File: src/rtl/fupd_pkg.sv
`timescale 1ns/1ps
package fupd_pkg;

  localparam int NPORT  = 3;
  localparam int P_CSR  = 0;
  localparam int P_FD   = 1;
  localparam int P_MEM  = 2;

  localparam logic [31:0] CSR_STATUS = 32'h0;
  localparam logic [31:0] CSR_CTRL   = 32'h4;

  localparam logic [1:0] ST_IDLE       = 2'd0;
  localparam logic [1:0] ST_ERASE_BUSY = 2'd1;
  localparam int         BIT_WRITE_OK  = 3;
  localparam int         BIT_ERASE_OK  = 4;

  typedef struct packed {
    logic        we;
    logic [31:0] addr;
    logic [31:0] wdata;
  } acc_t;

  typedef enum logic [3:0] {
    S_IDLE,
    S_UNP_RD,
    S_UNP_WR,
    S_WAIT_IDLE,
    S_ER_RD,
    S_ER_WR,
    S_ER_POLL,
    S_PG_MRD,
    S_PG_FWR,
    S_PG_CHK,
    S_PR_RD,
    S_PR_WR,
    S_RB_FRD,
    S_RB_MWR
  } seq_state_t;

endpackage

File: src/rtl/fupd_master.sv
`timescale 1ns/1ps
module fupd_master
  import fupd_pkg::*;
(
  input  logic clk,
  input  logic rst_n,
  input  logic issue,
  input  acc_t cmd,
  input  logic ack,
  output logic req,
  output acc_t held,
  output logic rsp
);

  logic req_q, req_d;
  acc_t held_q;

  always_comb begin
    req_d = req_q;
    if (req_q && ack) req_d = 1'b0;
    if (issue)        req_d = 1'b1;
  end

  always_ff @(posedge clk or negedge rst_n) begin
    if (!rst_n) req_q <= 1'b0;
    else        req_q <= req_d;
  end

  always_ff @(posedge clk or negedge rst_n) begin
    if (!rst_n)     held_q <= '0;
    else if (issue) held_q <= cmd;
  end

  assign req  = req_q;
  assign held = held_q;
  assign rsp  = req_q && ack;

  p_hold_until_ack_r10: assert property (@(posedge clk) disable iff (!rst_n)
    (req_q && !ack) |=> (req_q && $stable(held_q)));

  p_single_outstanding_r10: assert property (@(posedge clk) disable iff (!rst_n)
    issue |-> (!req_q || ack));

endmodule

File: src/rtl/fupd_seq.sv
`timescale 1ns/1ps
module fupd_seq
  import fupd_pkg::*;
#(
  parameter int          NUM_SECTORS = 4,
  parameter logic [31:0] IMAGE_BYTES = 32'h39800,
  parameter int          WP_LSB      = 23,
  parameter int          ER_LSB      = 20,
  parameter int          ER_W        = 3
) (
  input  logic                        clk,
  input  logic                        rst_n,
  input  logic                        prog_start,
  input  logic                        read_start,
  input  logic [31:0]                 mem_base,
  input  logic [NPORT-1:0]            rsp,
  input  logic [NPORT-1:0][31:0]      rdata,
  output logic [NPORT-1:0]            issue,
  output acc_t                        cmd,
  output logic                        done,
  output logic                        error,
  output logic [31:0]                 result_bytes
);

  localparam int          SEC_W    = (NUM_SECTORS > 1) ? $clog2(NUM_SECTORS) : 1;
  localparam logic [SEC_W-1:0] LAST_SEC = SEC_W'(NUM_SECTORS - 1);
  localparam logic [31:0] WP_MASK  = ((32'd1 << NUM_SECTORS) - 32'd1) << WP_LSB;
  localparam logic [31:0] ER_MASK  = ((32'd1 << ER_W) - 32'd1) << ER_LSB;
  localparam logic [31:0] LAST_OFF = IMAGE_BYTES - 32'd4;

  seq_state_t       st_q, st_d;
  logic [SEC_W-1:0] sec_q, sec_d;
  logic [31:0]      off_q, off_d;
  logic [31:0]      base_q, base_d;
  logic [31:0]      res_q, res_d;
  logic             err_q, err_d;
  logic             done_q, done_d;

  logic             launch;
  int               lport;
  acc_t             lcmd;
  logic [31:0]      ctrl_new;
  logic [1:0]       stat_state;

  function automatic acc_t rd(input logic [31:0] a);
    rd = '{we: 1'b0, addr: a, wdata: 32'd0};
  endfunction

  function automatic acc_t wr(input logic [31:0] a, input logic [31:0] d);
    wr = '{we: 1'b1, addr: a, wdata: d};
  endfunction

  assign stat_state = rdata[P_CSR][1:0];

  // next-state process
  always_comb begin
    st_d     = st_q;
    sec_d    = sec_q;
    off_d    = off_q;
    base_d   = base_q;
    res_d    = res_q;
    err_d    = err_q;
    done_d   = 1'b0;
    launch   = 1'b0;
    lport    = P_CSR;
    lcmd     = '0;
    ctrl_new = '0;
    unique case (st_q)
      S_IDLE: begin
        if (prog_start) begin
          err_d  = 1'b0;
          sec_d  = '0;
          off_d  = '0;
          base_d = mem_base;
          st_d   = S_UNP_RD;
          launch = 1'b1; lport = P_CSR; lcmd = rd(CSR_CTRL);
        end else if (read_start) begin
          err_d  = 1'b0;
          off_d  = '0;
          base_d = mem_base;
          st_d   = S_RB_FRD;
          launch = 1'b1; lport = P_FD; lcmd = rd(32'd0);
        end
      end
      S_UNP_RD: if (rsp[P_CSR]) begin
        ctrl_new = rdata[P_CSR] & ~WP_MASK;
        st_d   = S_UNP_WR;
        launch = 1'b1; lport = P_CSR; lcmd = wr(CSR_CTRL, ctrl_new);
      end
      S_UNP_WR: if (rsp[P_CSR]) begin
        st_d   = S_WAIT_IDLE;
        launch = 1'b1; lport = P_CSR; lcmd = rd(CSR_STATUS);
      end
      S_WAIT_IDLE: if (rsp[P_CSR]) begin
        launch = 1'b1; lport = P_CSR;
        if (stat_state == ST_IDLE) begin
          st_d = S_ER_RD; lcmd = rd(CSR_CTRL);
        end else begin
          lcmd = rd(CSR_STATUS);
        end
      end
      S_ER_RD: if (rsp[P_CSR]) begin
        ctrl_new = (rdata[P_CSR] & ~ER_MASK) |
                   (((32'(sec_q) + 32'd1) << ER_LSB) & ER_MASK);
        st_d   = S_ER_WR;
        launch = 1'b1; lport = P_CSR; lcmd = wr(CSR_CTRL, ctrl_new);
      end
      S_ER_WR: if (rsp[P_CSR]) begin
        st_d   = S_ER_POLL;
        launch = 1'b1; lport = P_CSR; lcmd = rd(CSR_STATUS);
      end
      S_ER_POLL: if (rsp[P_CSR]) begin
        launch = 1'b1;
        if (stat_state == ST_ERASE_BUSY) begin
          lport = P_CSR; lcmd = rd(CSR_STATUS);
        end else if (!rdata[P_CSR][BIT_ERASE_OK]) begin
          err_d = 1'b1;
          st_d  = S_PR_RD; lport = P_CSR; lcmd = rd(CSR_CTRL);
        end else if (sec_q == LAST_SEC) begin
          st_d  = S_PG_MRD; lport = P_MEM; lcmd = rd(base_q);
        end else begin
          sec_d = sec_q + 1'b1;
          st_d  = S_ER_RD; lport = P_CSR; lcmd = rd(CSR_CTRL);
        end
      end
      S_PG_MRD: if (rsp[P_MEM]) begin
        st_d   = S_PG_FWR;
        launch = 1'b1; lport = P_FD; lcmd = wr(off_q, rdata[P_MEM]);
      end
      S_PG_FWR: if (rsp[P_FD]) begin
        st_d   = S_PG_CHK;
        launch = 1'b1; lport = P_CSR; lcmd = rd(CSR_STATUS);
      end
      S_PG_CHK: if (rsp[P_CSR]) begin
        launch = 1'b1;
        if (!rdata[P_CSR][BIT_WRITE_OK]) begin
          err_d = 1'b1;
          st_d  = S_PR_RD; lport = P_CSR; lcmd = rd(CSR_CTRL);
        end else if (off_q == LAST_OFF) begin
          st_d  = S_PR_RD; lport = P_CSR; lcmd = rd(CSR_CTRL);
        end else begin
          off_d = off_q + 32'd4;
          st_d  = S_PG_MRD; lport = P_MEM; lcmd = rd(base_q + off_d);
        end
      end
      S_PR_RD: if (rsp[P_CSR]) begin
        ctrl_new = rdata[P_CSR] | ER_MASK | WP_MASK;
        st_d   = S_PR_WR;
        launch = 1'b1; lport = P_CSR; lcmd = wr(CSR_CTRL, ctrl_new);
      end
      S_PR_WR: if (rsp[P_CSR]) begin
        done_d = 1'b1;
        st_d   = S_IDLE;
      end
      S_RB_FRD: if (rsp[P_FD]) begin
        st_d   = S_RB_MWR;
        launch = 1'b1; lport = P_MEM; lcmd = wr(base_q + off_q, rdata[P_FD]);
      end
      S_RB_MWR: if (rsp[P_MEM]) begin
        if (off_q == LAST_OFF) begin
          done_d = 1'b1;
          res_d  = IMAGE_BYTES;
          st_d   = S_IDLE;
        end else begin
          off_d  = off_q + 32'd4;
          st_d   = S_RB_FRD;
          launch = 1'b1; lport = P_FD; lcmd = rd(off_d);
        end
      end
      default: st_d = S_IDLE;
    endcase
  end

  always_comb begin
    for (int p = 0; p < NPORT; p++) issue[p] = launch && (lport == p);
  end
  assign cmd = lcmd;

  // register process
  always_ff @(posedge clk or negedge rst_n) begin
    if (!rst_n) begin
      st_q   <= S_IDLE;
      sec_q  <= '0;
      off_q  <= '0;
      base_q <= '0;
      res_q  <= '0;
      err_q  <= 1'b0;
      done_q <= 1'b0;
    end else begin
      st_q   <= st_d;
      sec_q  <= sec_d;
      off_q  <= off_d;
      base_q <= base_d;
      res_q  <= res_d;
      err_q  <= err_d;
      done_q <= done_d;
    end
  end

  assign done         = done_q;
  assign error        = err_q;
  assign result_bytes = res_q;

  p_done_one_cycle_r9: assert property (@(posedge clk) disable iff (!rst_n)
    done_q |=> !done_q);

  p_start_ignored_busy_r11: assert property (@(posedge clk) disable iff (!rst_n)
    (st_q != S_IDLE && (prog_start || read_start)) |=> $stable(base_q));

endmodule

File: src/rtl/flash_update_seq.sv
`timescale 1ns/1ps
module flash_update_seq
  import fupd_pkg::*;
#(
  parameter int          NUM_SECTORS = 4,
  parameter logic [31:0] IMAGE_BYTES = 32'h39800,
  parameter int          WP_LSB      = 23,
  parameter int          ER_LSB      = 20,
  parameter int          ER_W        = 3
) (
  input  logic        clk,
  input  logic        rst_n,
  input  logic        prog_start,
  input  logic        read_start,
  input  logic [31:0] mem_base,
  output logic        done,
  output logic        error,
  output logic [31:0] result_bytes,
  output logic        csr_req,
  output logic        csr_we,
  output logic [31:0] csr_addr,
  output logic [31:0] csr_wdata,
  input  logic        csr_ack,
  input  logic [31:0] csr_rdata,
  output logic        fd_req,
  output logic        fd_we,
  output logic [31:0] fd_addr,
  output logic [31:0] fd_wdata,
  input  logic        fd_ack,
  input  logic [31:0] fd_rdata,
  output logic        mem_req,
  output logic        mem_we,
  output logic [31:0] mem_addr,
  output logic [31:0] mem_wdata,
  input  logic        mem_ack,
  input  logic [31:0] mem_rdata
);

  localparam logic [31:0] FINAL_BITS =
    (((32'd1 << NUM_SECTORS) - 32'd1) << WP_LSB) | (((32'd1 << ER_W) - 32'd1) << ER_LSB);

  logic [NPORT-1:0]       issue_v, ack_v, req_v, rsp_v;
  logic [NPORT-1:0][31:0] rdata_v;
  acc_t                   held_v [NPORT];
  acc_t                   cmd;

  assign ack_v   = {mem_ack, fd_ack, csr_ack};
  assign rdata_v = {mem_rdata, fd_rdata, csr_rdata};

  for (genvar p = 0; p < NPORT; p++) begin : g_port
    fupd_master u_master (
      .clk   (clk),
      .rst_n (rst_n),
      .issue (issue_v[p]),
      .cmd   (cmd),
      .ack   (ack_v[p]),
      .req   (req_v[p]),
      .held  (held_v[p]),
      .rsp   (rsp_v[p])
    );
  end

  fupd_seq #(
    .NUM_SECTORS (NUM_SECTORS),
    .IMAGE_BYTES (IMAGE_BYTES),
    .WP_LSB      (WP_LSB),
    .ER_LSB      (ER_LSB),
    .ER_W        (ER_W)
  ) u_seq (
    .clk          (clk),
    .rst_n        (rst_n),
    .prog_start   (prog_start),
    .read_start   (read_start),
    .mem_base     (mem_base),
    .rsp          (rsp_v),
    .rdata        (rdata_v),
    .issue        (issue_v),
    .cmd          (cmd),
    .done         (done),
    .error        (error),
    .result_bytes (result_bytes)
  );

  assign csr_req   = req_v[P_CSR];
  assign csr_we    = held_v[P_CSR].we;
  assign csr_addr  = held_v[P_CSR].addr;
  assign csr_wdata = held_v[P_CSR].wdata;
  assign fd_req    = req_v[P_FD];
  assign fd_we     = held_v[P_FD].we;
  assign fd_addr   = held_v[P_FD].addr;
  assign fd_wdata  = held_v[P_FD].wdata;
  assign mem_req   = req_v[P_MEM];
  assign mem_we    = held_v[P_MEM].we;
  assign mem_addr  = held_v[P_MEM].addr;
  assign mem_wdata = held_v[P_MEM].wdata;

  p_one_request_r10: assert property (@(posedge clk) disable iff (!rst_n)
    $onehot0({csr_req, fd_req, mem_req}));

  p_no_flash_write_after_fail_r6: assert property (@(posedge clk) disable iff (!rst_n)
    error |-> !(fd_req && fd_we));

  p_final_protect_r7: assert property (@(posedge clk) disable iff (!rst_n)
    (u_seq.st_q == S_PR_WR && csr_req && csr_ack) |->
      (csr_we && csr_addr == CSR_CTRL && (csr_wdata & FINAL_BITS) == FINAL_BITS));

endmodule

File: config.mk
export PLATFORM = sky130hd
export DESIGN_NAME = flash_update_seq
export DESIGN_NICKNAME = d
export VERILOG_FILES = /design/src/rtl/fupd_pkg.sv /design/src/rtl/fupd_master.sv /design/src/rtl/fupd_seq.sv /design/src/rtl/flash_update_seq.sv
export SDC_FILE = /design/constraint.sdc
export NUM_CORES = 1
export LEC_CHECK = 0
export BUFFER_PORTS_ARGS = -buffer_cell sky130_fd_sc_hd__buf_2
export CAP_MARGIN = 30
export CORE_UTILIZATION = 47
export DETAILED_ROUTE_END_ITERATION = 12
export PLACE_DENSITY = 0.73
export SLEW_MARGIN = 20
export SYNTH_ARGS = -nofsm -noshare
export SYNTH_HDL_FRONTEND = slang
export SYNTH_SLANG_ARGS = --single-unit
File: constraint.sdc
create_clock -name clk -period 8.3 [get_ports clk]
set_input_delay 0.415 -clock clk [delete_from_list [all_inputs] [get_ports clk]]
set_output_delay 0.415 -clock clk [all_outputs]
set_load 0.1 [all_outputs]
# Word level (Yosys, flattened, before mapping)

Index checks and enable logic that the tools add are counted.

Flip-flop bits (word level): 271
Latch bits: 0
RAM bits: 0
ROM bits: 0
Bits of input ports: 135
Output and inout bits: 232
Logic and storage cells: 184
Memories: 0

$add $sub $neg: 5
Multiply operators: 0
Divide/modulo/power cells: 0
Magnitude comparators: 0
Eq/ne operators: 40
Shifts and indexed selects: 0
Muxes and demuxes: 95
Bitwise logic cells: 1
Reduce and logical (&&, ||, !) cells: 24

Operator list:

| cell                                                               | number |
|---|---|
| 65-bit two-way mux                                                 | 12 |
| 65-bit one-hot mux with 10 select lines                            | 1 |
| 32-bit two-way mux                                                 | 15 |
| 64-bit two-way mux                                                 | 3 |
| 32-bit one-hot mux with 6 select lines                             | 1 |
| 32-bit one-hot mux with 3 select lines                             | 1 |
| 4-bit two-way mux                                                  | 21 |
| 35-bit two-way mux                                                 | 2 |
| 32-bit adder                                                       | 2 |
| 4-bit one-hot mux with 14 select lines                             | 1 |
| 2-bit inequality test (second input constant)                      | 20 |
| 32-bit by 3-bit adder with 32-bit output (second input constant)   | 1 |
| 32-bit by 18-bit == test with 1-bit output (second input constant) | 1 |
| 32-bit by 2-bit == test with 1-bit output (second input constant)  | 1 |
| 32-bit by 3-bit == test with 1-bit output (second input constant)  | 1 |
| 32-bit logical NOT                                                 | 1 |
| 32-bit by 23-bit bitwise OR with 32-bit output                     | 1 |
| 1-bit two-way mux                                                  | 25 |
| 4-bit == test (second input constant)                              | 6 |
| 2-bit two-way mux                                                  | 9 |
| 4-bit by 3-bit == test with 1-bit output (second input constant)   | 4 |
| 16-bit AND reduction                                               | 1 |
| 2-bit nonzero test                                                 | 5 |
| 4-bit by 2-bit == test with 1-bit output (second input constant)   | 2 |
| 22 further kinds                                                   | 28 |

# Longest topological paths before layout

Gate-level depths: netlist of the first run.

Depth after elaboration: 9
Depth in mapped cells: 18
Mapped depth without buffers: 16

# Modules after synthesis

Synthesis of the first run repeated with hierarchy kept, for this count alone.

Cells, all modules: 1510
Area total of the unflattened synthesis: 16336.9 sq um

By module, submodules not included:

| module      | instances | cells an instance | area each (sq um) | seq. area each (sq um) |
|---|---|---|---|---|
| fupd_seq    | 1         | 1087              | 8495.6            | 1776.7 |
| fupd_master | 3         | 141               | 2613.8            | 1651.6 |

# Worst setup path after synthesis of the first run

Ideal clock, no wire load.

Kind: register to register
From: register u_seq.off_q[3]
To: register g_port[2].u_master.held_q (netlist bit g_port[2].u_master.held[63])
Arrival time: 3.451 ns
Data required time: 8.163 ns
Setup slack: 4.711 ns
Cell stages (with the launch flop): 17
Buffers on the path: 2
Clock period less this slack: 3.589 ns
Path through: dfrtp_1 > ha_1 > nand3_1 > buf_2 > nor4_1 > nand4_1 > xnor2_1 > ha_1 > clkbuf_1 > nand4_1 > or2_2 > o22ai_1 > a21oi_1 > a41oi_1 > xnor2_1 > nand2_1 > o221ai_1

Cells in the longest elaborated chain, start to end: 7

Ends and longest elaborated chain:

| item                                                                                             | RTL line          | source |
|---|---|---|
| start, declared                                                                                  | fupd_seq.sv:33    | `logic [31:0] off_q, off_d;` |
| start signal, assigned                                                                           | fupd_seq.sv:184   | `off_q <= '0;` |
| start signal, assigned                                                                           | fupd_seq.sv:192   | `off_q <= off_d;` |
| parallel branches: the longest is 7 deep, another holds 32-bit by 3-bit adder with 32-bit output | n/a               |  |
| end signal, assigned                                                                             | fupd_master.sv:31 | `else if (issue) held_q <= cmd;` |
| end, declared                                                                                    | fupd_master.sv:16 | `acc_t held_q;` |

Parallel ways; which one is timed is not known.
A chain may end at the register's enable or synchronous reset.

# Final worst setup path of the first run

From: register u_seq.off_q[2]
To: register g_port[2].u_master.held_q (netlist bit g_port[2].u_master.held[63])

Same word-level chain as after synthesis.

==> results of run 1 <==
## cell type report
cell class / instances / area, µm²
Fill cell: 2794 / 13500
Multi-Input combinational cell: 1179 / 7850
Sequential cell: 269 / 6730
Timing Repair Buffer: 360 / 1910
Clock buffer: 43 / 860
Tap cell: 402 / 503
Clock inverter: 11 / 260
Inverter: 30 / 113
## stage by stage
step | worst slack [ps] | util, % | hold slack, ps | power (W) | area [µm²]
finish | 3610 | 57.4 | 51.7 | 0.00664 | 18200
global route | 3400 | 57.4 | 39.2 | 0.00692 | 18200
CTS | 3760 | 57.3 | 26.6 | 0.00665 | 18200
detailed placement | 3800 | 53.8 | 466 | 0.00514 | 17100
global placement | 3930 | 53.7 | 457 | 0.00511 | 17000
floorplan | 4710 | - | 119 | 0.00447 | 15300
## flip-flops by register name, summed over array words and instances (netlist names)
| register | count |
|---|---|
| u_seq.result_bytes | 1 |
| g_port.u_master.req | 3 |
| u_seq.sec_q | 2 |
| u_seq.error | 1 |
| g_port.u_master.held | 195 |
| u_seq.done | 1 |
| u_seq.st_q | 4 |
| u_seq.off_q | 30 |
| u_seq.base_q | 32 |
## routing by layer
layer / part of all wire (%) / wire, µm / up-vias
li1: - / - / 6346
met1: 42 / 20800 / 6738
met2: 48 / 23400 / 653
met3: 7.2 / 3550 / 92
met4: 2.8 / 1400 / 0
met5: 0 / 0 / -
## power breakdown
part	total (W)	switching [W]	internal, W
Sequential	0.00193	0.000317	0.00161
Combinational	0.00322	0.00250	0.000724
Clock	0.00149	0.000553	0.000937
Total	0.00664	0.00337	0.00327
## critical path: stages (launching register included)
cell and delay [ps]:
dfrtp_1 530, ha_1 330, nand3_1 380, nor4_1 860, nand4_1 380, xnor2_1 220, ha_1 470, nand4_1 180
or2_2 320, o22ai_1 130, a21oi_1 130, a41oi_1 330, xnor2_1 140, nand2_1 70, o221ai_1 110
## logic make-up after synthesis
kind of cell / after synthesis / synth area share, %
mux: 50 / 3.64
buf+inv: 162 / 4.99
fa+ha+maj: 66 / 5.43
compound gates: 495 / 22.7
flops: 269 / 44.3
simple gates: 466 / 14.6
xor+xnor: 75 / 4.32
other cells: 1 / 0.0247
## cell usage in the layout, fill, tap and decap left out, types with 7 or more instances in the layout
master and count:
nand2b_1 9, buf_2 338, a21o_1 28, clkbuf_16 30
conb_1 27, nor2b_1 7, a31oi_1 20, o211ai_1 10
a211oi_1 11, nand4_1 18, xor2_1 33, a222oi_1 15
inv_1 30, nor3_1 25, a221oi_1 12, a22o_1 96
nand3_1 41, o21bai_1 11, a221o_1 7, o21ai_0 96
nor4_1 10, buf_4 16, xnor2_1 42, ha_1 66
clkbuf_1 7, and2_1 40, and3_1 20, mux2i_1 8
o31ai_1 24, a21oi_1 104, dfrtp_1 269, bufinv_16 7
mux2_2 42, nand2_1 111, nor2_1 153
## how the worst min path moves through the flow
stage,to,slack (ps),depth (start not counted)
after floorplan,g_port[0].u_master.held[0],120,0
after global placement,g_port[2].u_master.held[32],460,2
after detailed placement,g_port[0].u_master.held[32],470,1
after CTS,g_port[1].u_master.req,30,2
after global routing,g_port[0].u_master.held[2],40,2
final,g_port[1].u_master.req,50,2
==> impl_metrics.py, run 1 <==
metrics = {
    "yosys": {
        "synth_top_cell_area_share_pct": 44.3,
        "synth_area_leader_cell": "dfrtp_1",
        "synth_common_cells": "dfrtp_1, nor2_1, nand2_1",
        "synth.most_common_cell": "dfrtp_1",
        "synthTopCellsByArea": "dfrtp_1, a22o_1, ha_1",
        "syn_area_mm2": 0.0152,
        "avgSynthCellArea_um2": 9.59,
        "synth_cell_types": 70,
        "synth-seq-area-share_pct": 44.3,
        "yosys_warnings": 0,
        "synth_edf_count": 0,
        "ys_ff_latch": 269,
        "synthFlopType": "dfrtp_1",
        "synthCells": 1584,
        "synth-async-reset-ratio_pct": 100,
    },
    "cts": {
        "ctsResizeCount": 0,
        "cts_hold_buf": 1,
        "cts_buffers": 30,
        "clock_sinks": 269,
        "h-tree-depth": 1,
        "cts_max_path_buffers": 3,
        "cts_tree": "built",
        "cts_setup_buffers": 0,
        "ctsRootBufferMaster": "clkbuf_16",
        "clk_pin_slew_ps": 60,
        "clock_latency_ps": 580,
    },
    "sta": {
        "period_share_pct": 56.5,
        "finalSetupViolations": 0,
        "finalSetupTns_ps": 0,
        "max_slew.worst_pin.slew_ps": 929,
        "max_freq_ghz": 0.213,
        "rsz0062_at_grt": "false",
        "hold_viol": 0,
        "fin_skew_ps": 13.3,
        "slew_headroom_pct": 37.7,
        "finalMaxSlewViolations": 0,
        "min_period_ps": 4690,
    },
    "route": {
        "ant_nets": 0,
        "vias_per_cell": 6.03,
        "drt-initial-drc-count": 1287,
        "drc_errors": 0,
        "drt-wirelength-per-cell_um": 21.4,
        "drt_wl_total_um": 49100,
        "via_count": 13800,
        "drtPass1Iterations": 7,
    },
    "placed_design": {
        "io_buffer_count": 339,
        "placed_cells": 2237,
        "dp_hpwl_um": 35100,
        "gp_congestion": 0.961,
    },
    "critical_path": {
        "cp-startpoint": "u_seq.off_q[2]",
        "r2r-end": "g_port[2].u_master.held[63]",
        "worstPathRequired_ps": 8790,
        "ff2ff_path_depth": 14,
        "cp-start-kind": "flip-flop",
        "r2r_start": "u_seq.off_q[2]",
        "worst-path-max-fanout": 11,
        "arrival_ps": 5180,
        "critPathKind": "reg -> reg",
        "endpoint": "g_port[2].u_master.held[63]",
        "r2r_slack_ps": 3610,
        "end_kind": "flip-flop",
    },
    "global_route": {
        "grt-busiest-layer": "met2",
        "grt_pass1_vias": 13500,
        "antenna_found_initial": 0,
        "grt.total_usage_pct": 29.4,
        "grt_max_degree": 110,
        "met1_usage_pct": 39.5,
        "grt_pass1_wl_um": 76400,
        "use_met3_pct": 4.69,
        "grtUsageMet2_pct": 48.4,
        "grt-ovfl-total": 0,
    },
    "floorplan": {
        "die_h_um": 182,
        "pin_count": 367,
        "initial_utilization_pct": 47.9,
        "die_x_um": 182,
        "dieArea_mm2": 0.0331,
        "core_area_mm2": 0.0317,
        "rows": 65,
    },
    "power": {
        "power-per-cell-area_mw_per_mm2": 364,
        "ir_worst_vdd_v": 0.000297,
        "p_leak_nw": 9.27,
    },
    "finish": {
        "area_growth_pct": 19.9,
        "drive_gt1_share_pct": 25.1,
        "fin_cells": 2294,
        "nets": 2071,
        "diodes": 0,
    },
    "min_path": {
        "holdCritStartpoint": "fd_ack",
        "hold_class": "in -> reg",
    },
    "run_status": {
        "status": "completed",
    },
    "flow_run": {
        "max-cap-violations": 0,
    },
}
No activity file was read; power rests on OpenSTA's default activity.
==> run 2: changes to the inputs <==
==> constraint.sdc (replaced) <==
create_clock -name clk -period 4.5 [get_ports clk]
set_input_delay 0.225 -clock clk [delete_from_list [all_inputs] [get_ports clk]]
set_output_delay 0.225 -clock clk [all_outputs]
set_load 0.1 [all_outputs]
==> impl_metrics.py, run 2 (synthesized netlist as in run 1, its figures left out) <==
metrics = {
    "finish": {
        "seqCellArea_mm2": 0.00673,
        "diodes": 0,
        "largest_register_ffs": 195,
        "final_cell_area_mm2": 0.0197,
        "multi_input_area_mm2": 0.00786,
        "fillers": 2609,
        "area_growth_pct": 29.6,
        "nets": 2223,
        "drive_gt1_share_pct": 24.8,
        "final_cell_mix": "buf_2, dfrtp_1, nor2_1",
        "layout_commonest_cell": "buf_2",
    },
    "sta": {
        "holdWs_ps": 76.4,
        "finalSetupViolations": 0,
        "period_share_pct": 95.4,
        "max_freq_ghz": 0.233,
        "finalSetupTns_ps": 0,
        "slew_headroom_pct": 33.9,
        "finalMaxSlewViolations": 0,
        "min_period_ps": 4290,
        "rsz0062_at_grt": "false",
        "max_slew.worst_pin.slew_ps": 991,
        "hold_viol": 0,
        "fin_skew_ps": 13.3,
    },
    "run_status": {
        "status": "completed",
    },
    "route": {
        "drc_errors": 0,
        "ant_nets": 0,
        "vias_per_cell": 6.01,
        "drt-initial-drc-count": 1479,
        "drtPass1Iterations": 6,
        "drt_wl_total_um": 53300,
        "via_count": 14700,
        "drt-wirelength-per-cell_um": 21.8,
    },
    "power": {
        "power-per-cell-area_mw_per_mm2": 634,
        "pwr-share-clk_pct": 22.2,
        "p_int_w": 0.00608,
        "comb_power_share_pct": 49.7,
        "power.total_w": 0.0125,
        "p_leak_nw": 9.94,
        "p_sw_share_pct": 51.3,
        "power.switching_w": 0.00640,
        "power_frac_seq_pct": 28.1,
        "ir_worst_vdd_v": 0.000519,
    },
    "critical_path": {
        "r2r_slack_ps": 210,
        "end_kind": "flip-flop",
        "critPathKind": "reg -> reg",
        "worstPathRequired_ps": 4970,
        "r2r_start": "u_seq.off_q[3]",
        "worst-path-max-fanout": 7,
        "cp-start-kind": "flip-flop",
        "arrival_ps": 4770,
        "r2r-end": "g_port[2].u_master.held[62]",
        "ff2ff_path_depth": 16,
    },
    "floorplan": {
        "pin_count": 367,
        "die_h_um": 182,
        "rows": 65,
        "initial_utilization_pct": 47.9,
        "die_x_um": 182,
        "core_area_mm2": 0.0317,
        "dieArea_mm2": 0.0331,
    },
    "cts": {
        "clock_sinks": 269,
        "clock_latency_ps": 590,
        "h-tree-depth": 1,
        "cts_buffers": 31,
        "cts_max_path_buffers": 3,
        "ctsRootBufferMaster": "clkbuf_16",
        "clk_pin_slew_ps": 70,
        "cts_tree": "built",
    },
    "flow_run": {
        "max-cap-violations": 0,
    },
    "placed_design": {
        "dp_hpwl_um": 36600,
        "gp_congestion": 1.03,
        "io_buffer_count": 339,
        "dpl_cell_area_mm2": 0.0173,
    },
    "min_path": {
        "hold_path_depth": 5,
        "hold_class": "in -> reg",
        "holdCritStartpoint": "csr_rdata[21]",
        "holdPathEnd": "g_port[0].u_master.held[21]",
    },
    "global_route": {
        "antenna_found_initial": 1,
        "grt.total_usage_pct": 31.8,
        "met1_usage_pct": 41.6,
        "grt_pass1_wl_um": 82100,
        "use_met3_pct": 5.13,
        "grtUsageMet2_pct": 53.1,
        "grt_max_degree": 117,
        "grt-busiest-layer": "met2",
        "grt-ovfl-total": 0,
        "grt_pass1_vias": 14400,
    },
}
[run 2: changes by cell type in the layout (fill, tap and decap cells not counted), sizes merged]
| cell | before | now |
|---|---|---|
| buf | 358 | 382 |
| bufinv | 7 | 4 |
| clkbuf | 44 | 43 |
| clkinv | 2 | 5 |
| dlygate4sd3 | 1 | 129 |
| inv | 30 | 34 |
[run 2: metrics by stage]
stage / utilization [%] / setup WS (ps) / instances
final: 62.1 / 207 / 2449
after CTS: 62.1 / 360 / 2449
after global placement: 54.4 / 468 / 2262
after floorplan: - / 911 / 1610
after detailed placement: 54.4 / 373 / 2262
after global routing: 62.1 / 21.5 / 2449
[run 2: timing repair]
item | 4_1_cts | 5_1_grt
endpoints found under the setup margin | 0 | 2
hold buffers | 129 | 0
setup buffers | 0 | 0
resized for setup | 0 | 2
endpoints found under the hold margin | 234 | 0
[run 2: worst max path at each step]
stage / cells after the start / start / end / slack (ps)
after floorplan: 16 / u_seq.off_q[3] / g_port[2].u_master.held[63] / 910
after global placement: 16 / u_seq.off_q[3] / g_port[2].u_master.held[62] / 470
after detailed placement: 16 / u_seq.off_q[3] / g_port[2].u_master.held[62] / 370
after CTS: 16 / u_seq.off_q[3] / g_port[2].u_master.held[62] / 360
after global routing: 16 / u_seq.off_q[3] / g_port[2].u_master.held[62] / 20
final: 16 / u_seq.off_q[3] / g_port[2].u_master.held[62] / 210
[run 2: worst max-delay path, cell delays in order, from the launching register on]
cell       delay [ps]
dfrtp_1           450
ha_1              310
inv_1              90
nor2_1            260
nand3_1           140
xnor2_1           180
ha_1              390
nand2_1            90
or4_1             580
o2111ai_1         290
nand3_1           170
o21ai_0           240
buf_4             170
a21oi_1           120
o21ai_0           240
xor2_1            110
a221o_1           330
[run 2: area by class of cell]
cell class | count | area share, %
Clock buffer | 43 | 4.63
Multi-Input combinational cell | 1179 | 39.9
Timing Repair Buffer | 511 | 17.1
Tap cell | 402 | 2.55
Clock inverter | 15 | 1.12
Sequential cell | 269 | 34.2
Inverter | 30 | 0.572
[run 2: per-layer routing]
metal / wire length [µm] / part of all wire [%]
met1: 21900 / 41
met2: 25400 / 48
met3: 4260 / 8.0
met4: 1800 / 3.4
met5: 10 / 0.019
[run 2: power by group through the flow]
stage	clock, W	sequential, W	combinational [W]
3_3_place_gp	0	0.00350	0.00601
5_1_grt	0.00290	0.00357	0.00652
6_report	0.00276	0.00351	0.00621
3_5_place_dp	0	0.00351	0.00606
2_1_floorplan	0	0.00609	0.00215
4_1_cts	0.00280	0.00348	0.00616
==> run 3: changes to the inputs <==
--- a/config.mk
+++ b/config.mk
@@ -7,6 +7,7 @@
 export LEC_CHECK = 0
 export BUFFER_PORTS_ARGS = -buffer_cell sky130_fd_sc_hd__buf_2
 export CAP_MARGIN = 30
+export CORE_ASPECT_RATIO = 1.4
 export CORE_UTILIZATION = 47
 export DETAILED_ROUTE_END_ITERATION = 12
 export PLACE_DENSITY = 0.73
==> constraint.sdc (replaced) <==
create_clock -name clk -period 4.25 [get_ports clk]
set_input_delay 0.2125 -clock clk [delete_from_list [all_inputs] [get_ports clk]]
set_output_delay 0.2125 -clock clk [all_outputs]
set_load 0.1 [all_outputs]
==> impl_metrics.py, run 3 (synthesized netlist as in run 1, its figures left out) <==
metrics = {
    "cts": {
        "cts_max_path_buffers": 3,
        "cts_buffers": 27,
        "clock_latency_ps": 570,
        "cts_tree": "built",
        "ctsRootBufferMaster": "clkbuf_16",
        "clock_sinks": 269,
        "clk_pin_slew_ps": 70,
        "cts_setup_buffers": 0,
        "h-tree-depth": 1,
    },
    "floorplan": {
        "pin_count": 367,
        "die_h_um": 215,
        "dieArea_mm2": 0.0331,
        "die_x_um": 154,
        "rows": 77,
        "core_area_mm2": 0.0317,
        "initial_utilization_pct": 47.9,
    },
    "sta": {
        "hold_viol": 0,
        "max_slew.worst_pin.slew_ps": 1040,
        "max_freq_ghz": 0.249,
        "finalSetupViolations": 0,
        "min_period_ps": 4010,
        "period_share_pct": 94.5,
        "worst_slack_ps": 236,
        "slew_headroom_pct": 29.9,
        "rsz0062_at_grt": "true",
        "fin_skew_ps": 32.4,
        "finalMaxSlewViolations": 0,
    },
    "critical_path": {
        "worstPathRequired_ps": 4710,
        "end_kind": "flip-flop",
        "cp-start-kind": "flip-flop",
        "critPathKind": "reg -> reg",
        "cp_cell_sequence": "ha_1, inv_1, nor2_1, nand3_1, xnor2_1, ha_1, and4_1, nand2_1, o311a_1, o211ai_1, a211oi_1, buf_4, o31ai_1, mux2i_1, a21oi_1, o221ai_1",
        "arrival_ps": 4470,
        "crit_buf_inv": 2,
        "cp_slowest_stage_delay_ps": 450,
        "crit_top_cell": "ha_1",
        "worst-path-max-fanout": 7,
        "path_delay_family": "compound AO/OA/AOI/OAI gates",
        "crit_slowest_cell": "dfrtp_1",
    },
    "route": {
        "via_count": 14800,
        "drt-initial-drc-count": 1052,
        "vias_per_cell": 6.00,
        "ant_nets": 0,
        "drt_wl_total_um": 54500,
        "drc_errors": 0,
        "drt-wirelength-per-cell_um": 22.1,
        "drtPass1Iterations": 8,
    },
    "run_status": {
        "status": "completed",
    },
    "power": {
        "p_sw_share_pct": 51.6,
        "pwr-share-clk_pct": 20.7,
        "p_int_w": 0.00628,
        "power-per-cell-area_mw_per_mm2": 656,
        "comb_power_share_pct": 50.6,
        "p_leak_nw": 10.0,
        "ir_worst_vdd_v": 0.000469,
        "power.switching_w": 0.00669,
        "power_frac_seq_pct": 28.7,
    },
    "placed_design": {
        "dp_hpwl_um": 37700,
        "gp_congestion": 1.02,
        "dpl_cell_area_mm2": 0.0175,
        "pre_cts_slack_ps": 275,
        "io_buffer_count": 339,
    },
    "min_path": {
        "hold_class": "in -> reg",
    },
    "global_route": {
        "grt_pass1_vias": 15000,
        "grt.total_usage_pct": 33.0,
        "grt_max_degree": 118,
        "grt-ovfl-total": 0,
        "antenna_found_initial": 1,
        "grt_pass1_wl_um": 84300,
    },
    "flow_run": {
        "max-cap-violations": 0,
    },
    "finish": {
        "final_cell_area_mm2": 0.0198,
        "final_cell_mix": "buf_2, dfrtp_1, nor2_1",
        "layout_commonest_cell": "buf_2",
        "drive_gt1_share_pct": 25.7,
        "nets": 2251,
        "area_growth_pct": 30.2,
        "largest_register_ffs": 195,
    },
}
## run 3: changes by cell type in the layout (fill, tap and decap cells not counted), sizes merged
cell / delta
buf: +32
clkbuf: -8
bufinv: +2
clkinv: -1
clkinvlp: -1
diode: +1
dlygate4sd3: -1
## run 3: through the flow
stage / instances / power (W) / setup TNS [ps] / utilization, % / hold WS, ps
finish: 2466 / 0.0130 / 0 / 62.4 / 47.3
global route: 2466 / 0.0135 / -203 / 62.4 / 52.2
CTS: 2464 / 0.0129 / 0 / 62.3 / 19.8
detailed placement: 2287 / 0.0101 / 0 / 55.2 / 317
global placement: 2287 / 0.0101 / 0 / 55.2 / 316
floorplan: 1610 / 0.00873 / 0 / - / -83.1
## run 3: final cells by class
| class | count | area (µm²) |
|---|---|---|
| inverter | 30 | 113 |
| clock inverter | 15 | 253 |
| multi-input combinational | 1179 | 7860 |
| timing repair buffer | 543 | 3590 |
| clock buffer | 34 | 732 |
| tap | 395 | 494 |
| sequential | 269 | 6730 |
| fill | 2617 | 11900 |
| antenna | 1 | 2.50 |
## run 3: worst paths after layout
| kind | start | endpoint | slack (ps) | cells after the start |
|---|---|---|---|---|
| worst max-delay path | u_seq.off_q[3] | g_port[2].u_master.held[61] | 240 | 16 |
| worst min register to register | g_port[2].u_master.held[33] | g_port[2].u_master.held[33] | 470 | 2 |
| worst min-delay path | csr_rdata[3] | g_port[0].u_master.held[3] | 50 | 2 |
| max in group asynchronous | rst_n | g_port[0].u_master.held[27] | 2630 | 3 |
| worst max register to register | u_seq.off_q[3] | g_port[2].u_master.held[61] | 240 | 16 |
| min in group asynchronous | rst_n | g_port[0].u_master.held[51] | 270 | 2 |
## run 3: layer usage
layer	track usage, %	routed length [µm]	vias up
li1	-	-	6694
met1	38.9	20500	7150
met2	57.6	27000	758
met3	4.82	3770	193
met4	18.2	3250	0
met5	0	0	-
## run 3: power by group through the flow
stage | Combinational, W | Clock [W] | Sequential (W)
CTS | 0.00651 | 0.00271 | 0.00370
floorplan | 0.00228 | 0 | 0.00645
detailed placement | 0.00641 | 0 | 0.00373
global placement | 0.00635 | 0 | 0.00372
global route | 0.00689 | 0.00282 | 0.00379
finish | 0.00656 | 0.00268 | 0.00372
## run 3: repair_timing
action | in CTS | in global routing
endpoints found under the setup margin | 0 | 6
hold buffers | 128 | 0
gates resized for setup | 0 | 3
hold endpoints to repair | 244 | 0
